## src/rtl/sfi_pkg.sv

```systemverilog
package sfi_pkg;
    localparam int ADDR_W   = 24;
    localparam int WORD_W   = 32;
    localparam int CMD_W    = 8;
    localparam int CS_NUM   = 3;
    localparam int BOOT_W   = 22;
    localparam logic [CMD_W-1:0] CMD_READ = 8'h03;

    localparam int IO_MOSI_BIT = 0;
    localparam int IO_SCLK_BIT = 8;
    localparam int IO_CS_LSB   = 16;

    localparam logic [1:0] OFS_FSEL = 2'd0;
    localparam logic [1:0] OFS_CTRL = 2'd1;
    localparam logic [1:0] OFS_IO   = 2'd2;
    localparam logic [1:0] OFS_RXD  = 2'd3;

    typedef enum logic [1:0] {RD_IDLE, RD_SHIFT, RD_DONE} rd_state_t;

    typedef struct packed {
        logic [CS_NUM-1:0] cs_n;
        logic              sclk;
        logic              mosi;
    } pin_set_t;

    function automatic logic [ADDR_W-1:0] flash_addr(input logic [ADDR_W-1:0] win,
                                                      input logic remap_off);
        logic [ADDR_W-1:0] r;
        r = win;
        if (!remap_off) r[ADDR_W-1:BOOT_W] = '0;
        return r;
    endfunction
endpackage

```

## src/rtl/sfi_map_reader.sv

```systemverilog
module sfi_map_reader
    import sfi_pkg::*;
(
    input  logic              clk,
    input  logic              rst,
    input  logic              start,
    input  logic [ADDR_W-1:0] faddr,
    input  logic              miso,
    output logic              busy,
    output logic              done,
    output logic [WORD_W-1:0] rdata,
    output pin_set_t          pins
);
    localparam int XFER_BITS = CMD_W + ADDR_W + WORD_W;
    localparam int CNT_W     = $clog2(XFER_BITS);
    localparam int TX_W      = CMD_W + ADDR_W;

    rd_state_t         st_q;
    logic [TX_W-1:0]   tx_q;
    logic [WORD_W-1:0] rx_q;
    logic [CNT_W-1:0]  cnt_q;
    logic              hi_q;

    always_ff @(posedge clk) begin
        if (rst) begin
            st_q  <= RD_IDLE;
            tx_q  <= '0;
            rx_q  <= '0;
            cnt_q <= '0;
            hi_q  <= 1'b0;
        end else begin
            case (st_q)
                RD_IDLE: if (start) begin
                    tx_q  <= {CMD_READ, faddr};
                    cnt_q <= '0;
                    hi_q  <= 1'b0;
                    st_q  <= RD_SHIFT;
                end
                RD_SHIFT: begin
                    if (!hi_q) begin
                        hi_q <= 1'b1;
                    end else begin
                        hi_q <= 1'b0;
                        rx_q <= {rx_q[WORD_W-2:0], miso};
                        tx_q <= {tx_q[TX_W-2:0], 1'b0};
                        if (cnt_q == CNT_W'(XFER_BITS - 1)) st_q <= RD_DONE;
                        else cnt_q <= cnt_q + 1'b1;
                    end
                end
                default: st_q <= RD_IDLE;
            endcase
        end
    end

    always_comb begin
        pins.cs_n    = '1;
        pins.cs_n[0] = (st_q != RD_SHIFT);
        pins.sclk    = !((st_q == RD_SHIFT) && !hi_q);
        pins.mosi    = (st_q == RD_SHIFT) ? tx_q[TX_W-1] : 1'b0;
    end

    assign busy  = (st_q != RD_IDLE);
    assign done  = (st_q == RD_DONE);
    assign rdata = rx_q;

    // completion lasts a single cycle
    p_ready_single_r3: assert property (@(posedge clk) disable iff (rst)
        done |=> !done);
    // clock toggles every system cycle while shifting
    p_half_rate_r2: assert property (@(posedge clk) disable iff (rst)
        (st_q == RD_SHIFT && !hi_q) |=> pins.sclk);
    // data bit holds steady across the high phase
    p_mosi_hold_r2: assert property (@(posedge clk) disable iff (rst)
        (st_q == RD_SHIFT && !hi_q) |=> $stable(pins.mosi));
endmodule

```

## src/rtl/sfi_bang_regs.sv

```systemverilog
module sfi_bang_regs
    import sfi_pkg::*;
(
    input  logic              clk,
    input  logic              rst,
    input  logic              wr_io,
    input  logic [WORD_W-1:0] wdata,
    input  logic              miso,
    output pin_set_t          pins,
    output logic [WORD_W-1:0] io_word,
    output logic [WORD_W-1:0] rx_word
);
    pin_set_t          io_q;
    logic [WORD_W-1:0] sh_q;
    logic              rise;

    assign rise = wr_io && wdata[IO_SCLK_BIT] && !io_q.sclk;

    always_ff @(posedge clk) begin
        if (rst) begin
            io_q.cs_n <= '1;
            io_q.sclk <= 1'b1;
            io_q.mosi <= 1'b0;
            sh_q      <= '0;
        end else begin
            if (wr_io) begin
                io_q.cs_n <= wdata[IO_CS_LSB +: CS_NUM];
                io_q.sclk <= wdata[IO_SCLK_BIT];
                io_q.mosi <= wdata[IO_MOSI_BIT];
            end
            if (rise) sh_q <= {sh_q[WORD_W-2:0], miso};
        end
    end

    always_comb begin
        io_word = '0;
        io_word[IO_CS_LSB +: CS_NUM] = io_q.cs_n;
        io_word[IO_SCLK_BIT]         = io_q.sclk;
        io_word[IO_MOSI_BIT]         = io_q.mosi;
    end

    assign pins    = io_q;
    assign rx_word = sh_q;

    // a raised clock shifts in MISO
    p_shift_in_r8: assert property (@(posedge clk) disable iff (rst)
        rise |=> rx_word == {$past(sh_q[WORD_W-2:0]), $past(miso)});
    // no raise, no shift
    p_shift_hold_r8: assert property (@(posedge clk) disable iff (rst)
        !rise |=> $stable(rx_word));
endmodule

```

## src/rtl/sfi_dual_port.sv

```systemverilog
module sfi_dual_port
    import sfi_pkg::*;
(
    input  logic              clk,
    input  logic              rst,
    input  logic              bus_req,
    input  logic              bus_we,
    input  logic [23:0]       bus_addr,
    input  logic [31:0]       bus_wdata,
    output logic [31:0]       bus_rdata,
    output logic              bus_ready,
    output logic              spi_sclk,
    output logic              spi_mosi,
    input  logic              spi_miso,
    output logic [2:0]        spi_cs_n
);
    logic              reg_mode_q, remap_q;
    logic              ack_q;
    logic [WORD_W-1:0] ack_data_q;
    logic              eng_busy, eng_done;
    logic [WORD_W-1:0] eng_data, io_word, rx_word;
    pin_set_t          eng_pins, io_pins, out_pins;
    logic              take, map_rd, simple, wr_io, wr_fsel, wr_ctrl;
    logic              low_word;
    logic [1:0]        ofs;

    assign take     = bus_req && !eng_busy;
    assign map_rd   = take && !reg_mode_q && !bus_we;
    assign simple   = take && !map_rd;
    assign ofs      = bus_addr[3:2];
    assign low_word = (bus_addr[ADDR_W-1:4] == '0);
    assign wr_fsel  = simple && bus_we && (ofs == OFS_FSEL) && (reg_mode_q || low_word);
    assign wr_ctrl  = simple && bus_we && (ofs == OFS_CTRL) && (reg_mode_q || low_word);
    assign wr_io    = simple && bus_we && (ofs == OFS_IO) && reg_mode_q;

    sfi_map_reader u_rd (
        .clk(clk), .rst(rst), .start(map_rd),
        .faddr(flash_addr(bus_addr, remap_q)), .miso(spi_miso),
        .busy(eng_busy), .done(eng_done), .rdata(eng_data), .pins(eng_pins)
    );

    sfi_bang_regs u_io (
        .clk(clk), .rst(rst), .wr_io(wr_io), .wdata(bus_wdata), .miso(spi_miso),
        .pins(io_pins), .io_word(io_word), .rx_word(rx_word)
    );

    always_ff @(posedge clk) begin
        if (rst) begin
            reg_mode_q <= 1'b0;
            remap_q    <= 1'b0;
            ack_q      <= 1'b0;
            ack_data_q <= '0;
        end else begin
            ack_q      <= simple;
            ack_data_q <= '0;
            if (wr_fsel) reg_mode_q <= 1'b1;
            if (wr_ctrl) remap_q    <= bus_wdata[0];
            if (simple && !bus_we && reg_mode_q) begin
                case (ofs)
                    OFS_CTRL: ack_data_q <= WORD_W'(remap_q);
                    OFS_IO:   ack_data_q <= io_word;
                    OFS_RXD:  ack_data_q <= rx_word;
                    default:  ack_data_q <= '0;
                endcase
            end
        end
    end

    assign out_pins  = reg_mode_q ? io_pins : eng_pins;
    assign spi_cs_n  = out_pins.cs_n;
    assign spi_sclk  = out_pins.sclk;
    assign spi_mosi  = out_pins.mosi;
    assign bus_ready = ack_q || eng_done;
    assign bus_rdata = eng_done ? eng_data : ack_data_q;

    // register mode is left only by reset
    p_mode_sticky_r6: assert property (@(posedge clk) disable iff (rst)
        reg_mode_q |=> reg_mode_q);
    // mapped mode never touches chip selects 1 and 2
    p_cs_upper_r2: assert property (@(posedge clk) disable iff (rst)
        !reg_mode_q |-> spi_cs_n[2:1] == 2'b11);
    // short accesses answer on the next cycle
    p_short_ack_r10: assert property (@(posedge clk) disable iff (rst)
        simple |=> bus_ready);
    // a read in progress keeps the control bit
    p_busy_ctrl_r9: assert property (@(posedge clk) disable iff (rst)
        (eng_busy && !eng_done) |=> $stable(remap_q));
endmodule

```

## config.mk

```make
export PLATFORM = sky130hd
export DESIGN_NAME = sfi_dual_port
export DESIGN_NICKNAME = d
export VERILOG_FILES = /design/src/rtl/sfi_pkg.sv /design/src/rtl/sfi_map_reader.sv /design/src/rtl/sfi_bang_regs.sv /design/src/rtl/sfi_dual_port.sv
export SDC_FILE = /design/constraint.sdc
export NUM_CORES = 1
export LEC_CHECK = 0
export BUFFER_PORTS_ARGS = -buffer_cell sky130_fd_sc_hd__buf_2
export CORE_UTILIZATION = 55
export DETAILED_ROUTE_END_ITERATION = 10
export PLACE_DENSITY = 0.78
export SYNTH_ARGS = -nofsm -noshare
export SYNTH_HDL_FRONTEND = slang
export SYNTH_SLANG_ARGS = --single-unit
```

## constraint.sdc

```tcl
create_clock -name clk -period 2 [get_ports clk]
set_clock_uncertainty 0.05 [all_clocks]
set_input_delay 0.1 -clock clk [delete_from_list [all_inputs] [get_ports clk]]
set_output_delay 0.1 -clock clk [all_outputs]
set_load 0.05 [all_outputs]
```

==> flow_metrics.tcl <==
set metrics [dict create \
    nets 807 \
    gp_congestion 0.750 \
    p_leak_nw 3.00 \
    vias 4905 \
    synth_enable_flop_cells 0 \
    die_area_sq_um 10900 \
    cts-buffers-inserted 17 \
    synth_cells 634 \
    crit_path_end_kind "output pin" \
    initial_core_util 0.579 \
    multi_input_area_sq_um 2700 \
    cts_sinks 145 \
    dp_hpwl_microns 7970 \
    fin_crit_ps 2020 \
    startpoint_type "flip-flop" \
    fmax_ghz 0.495 \
    portBuffers 71 \
    drc_errors 0 \
    rows 36 \
    antenna_left 0 \
    rsz0062_at_grt "yes" \
    synthToLayoutAreaGrowth_pct 33.2 \
    synth_area_leader_cell "dfxtp_1" \
    slew-limit-headroom 0.688 \
    boundaryPins 99 \
    final_area_sq_um 7670 \
    finalHoldViolCount 0 \
    yosysUniqueCellTypes 38 \
    setup_viol 5 \
    layout_setup_ws_ps -19.9 \
    holdWs_ps 313 \
    netlist_area_sq_um 5760 \
    yosysWarnings 0 \
    n_antenna_cell 0 \
    path_cells "buf_4 > nand2b_4 > buf_8 > mux2_2 > buf_6" \
    critPathArrivalTime_ps 1870 \
    power_mw 6.47 \
    grt_pass1_vias 4717 \
    syn_nets 696 \
    required_ps 1850 \
    yosysSeqAreaShare 0.504 \
    grt_pass1_wl_microns 22000 \
    dpl_cell_area_sq_um 6280 \
    overflow 0 \
    clockRootBuffer "clkbuf_8" \
    crit_type "flip-flop to output pin" \
    crit_fanout 8 \
    pre_cts_ws_ps 22.7 \
    wl_per_cell_microns 16.2 \
    fp.dieH_microns 104 \
    slew_violations 0 \
    status "finished with violations" \
    min_path_type "input port to flip-flop" \
    slowest_delay_ps 360 \
    violations "negative setup slack" \
    dp.cells 817 \
    ys_ff_latch 145 \
    grt_max_degree 55 \
    core_area_sq_um 9950 \
    dr.pass1.iters 5 \
    stdcell_count 891 \
    worst_slew_pin_slew_ps 466 \
    antenna_found_initial 0 \
    regArea_sq_um 2910 \
    max-vdd-ir-drop_mv 0.645 \
    grt_usage 0.254 \
    synthFlopType "dfxtp_1" \
    period_share 1.01 \
    die_w_microns 104 \
    syn_avg_cell_area_sq_um 9.09 \
    cts_tree "yes" \
    h-tree-depth 4 \
    drive_gt1_frac 0.239 \
    clockBufferDepth 2 \
    via_per_inst 5.51 \
    drt-total-wl_microns 14400 \
    clk_pin_slew_ps 60 \
    drt_iter0_drc 218 \
    synth.area.top_cells "dfxtp_1 50%, nand2_1 7.9%, mux2i_1 7.3%" \
    p_per_area_nw_per_um2 843 \
    max-cap-violations 0 \
    crit_slowest_cell "mux2_2" \
    yosysTopAreaCellShare 0.504 \
    clkLatencyLatePin_ps 530 \
    nFillCells 642 \
    synth-async-reset-ratio 0 \
]
## repair_timing
item / 4_1_cts / 5_1_grt
gates cloned: 1 / 4
resized for setup: 58 / 54
pin swaps: 0 / 1
endpoints found under the hold margin: 43 / 0
setup endpoints to repair: 33 / 58
hold buffers: 33 / 0
buffers inserted: 0 / 4
## sequential cells by signal (all words and copies together), names as in the netlist
register      cells
ack_q             1
reg_mode_q        1
u_rd.st_q         2
u_rd.hi_q         1
remap_q           1
u_rd.cnt_q        6
u_io.rx_word     32
u_rd.rdata       32
u_rd.tx_q        32
u_io.io_word      5
ack_data_q       32
## report_power, final
part           switching, mW  internal (mW)  total [mW]
Clock                   1.27           1.82        3.10
Sequential            0.0250           2.94        2.96
Combinational          0.229          0.180       0.410
## synthesized netlist by cell type, types with 3 or more instances
library cell    n
nand2_1       121
o21ai_0         8
dfxtp_1       145
nand3_1        26
nand2b_1        7
clkbuf_1       31
buf_2           3
inv_1           4
a21oi_1        48
buf_6           6
or4_1           5
nor3_1          7
mux2i_1        42
and2_1         27
nor2_1         65
nor4_1          3
a311oi_1       23
buf_1           5
mux2_2         34
## path summary, 6_finish.rpt
path	start	end	slack, ps	cells after the start
max reg2reg	u_rd.st_q[1]$_SDFFE_PP0P_	u_rd.tx_q[10]$_SDFFE_PP0P_	30	7
max	u_rd.st_q[1]$_SDFFE_PP0P_	bus_rdata[26]	-20	5
min reg2reg	u_rd.rdata[1]$_SDFFE_PP0P_	u_rd.rdata[2]$_SDFFE_PP0P_	420	2
min	bus_wdata[16]	u_io.io_word[16]$_SDFFE_PP1P_	310	4
## cells in the final DEF (no fill, tap or decap), types with 2 or more instances in the layout
| cell type | instances |
|---|---|
| dfxtp_2 | 2 |
| mux2_2 | 16 |
| dfxtp_1 | 143 |
| nor2_1 | 64 |
| inv_1 | 4 |
| clkinv_2 | 3 |
| nor4_1 | 3 |
| nor3_1 | 7 |
| mux2i_1 | 42 |
| or4_1 | 5 |
| bufinv_16 | 2 |
| a31oi_1 | 2 |
| a21oi_1 | 48 |
| nand3_1 | 26 |
| o22ai_1 | 2 |
| a311oi_1 | 23 |
| buf_2 | 36 |
| clkbuf_16 | 19 |
| or3_1 | 2 |
| dlygate4sd3_1 | 33 |
| inv_6 | 4 |
| nand2b_1 | 6 |
| buf_12 | 3 |
| clkinv_4 | 4 |
| a31o_2 | 2 |
| buf_6 | 24 |
| and3_1 | 2 |
| buf_8 | 13 |
| mux2_4 | 18 |
| o21ai_0 | 7 |
| nand2_1 | 121 |
| buf_4 | 25 |
| clkbuf_8 | 2 |
| and2_1 | 27 |
## metrics by stage
| stage | TNS (ps) | util |
|---|---|---|
| global placement | 0 | 0.631 |
| detailed placement | 0 | 0.631 |
| CTS | -22.5 | 0.741 |
| finish | -45.9 | 0.771 |
| floorplan | 0 | - |
| global route | -968 | 0.771 |
## critical path, delay by kind of cell, from the launching register on
family | cells | cell delay (ps)
flip-flops | 1 | 320
AND/OR/NAND/NOR | 1 | 160
multiplexers | 1 | 360
buffers and inverters | 3 | 500
## final cells by class
class                           instances  area share
Sequential cell                       145       0.379
Clock inverter                         14      0.0199
Tap cell                              133      0.0217
Clock buffer                           18      0.0558
Multi-Input combinational cell        439       0.352
Timing Repair Buffer                  138       0.170
Inverter                                4     0.00196
## kinds of logic (layout without fill, tap and decap cells)
kind of cell / Yosys count / count (layout) / synth area share
AND/OR/NAND/NOR: 274 / 274 / 0.215
flip-flops: 145 / 145 / 0.504
AO/OA/AOI/OAI: 87 / 87 / 0.0960
multiplexers: 76 / 76 / 0.139
buffers and inverters: 50 / 174 / 0.0417
adder cells (fa/ha/maj): 1 / 1 / 0.00217
XOR/XNOR: 1 / 1 / 0.00152
## metal layers
| metal | track usage | vias up | wire (microns) |
|---|---|---|---|
| li1 | - | 2396 | - |
| met1 | 0.303 | 2356 | 6160 |
| met2 | 0.437 | 133 | 7530 |
| met3 | 0.0595 | 20 | 518 |
| met4 | 0.101 | 0 | 208 |
| met5 | 0 | - | 0 |
No activity file was read; power rests on OpenSTA's default activity.
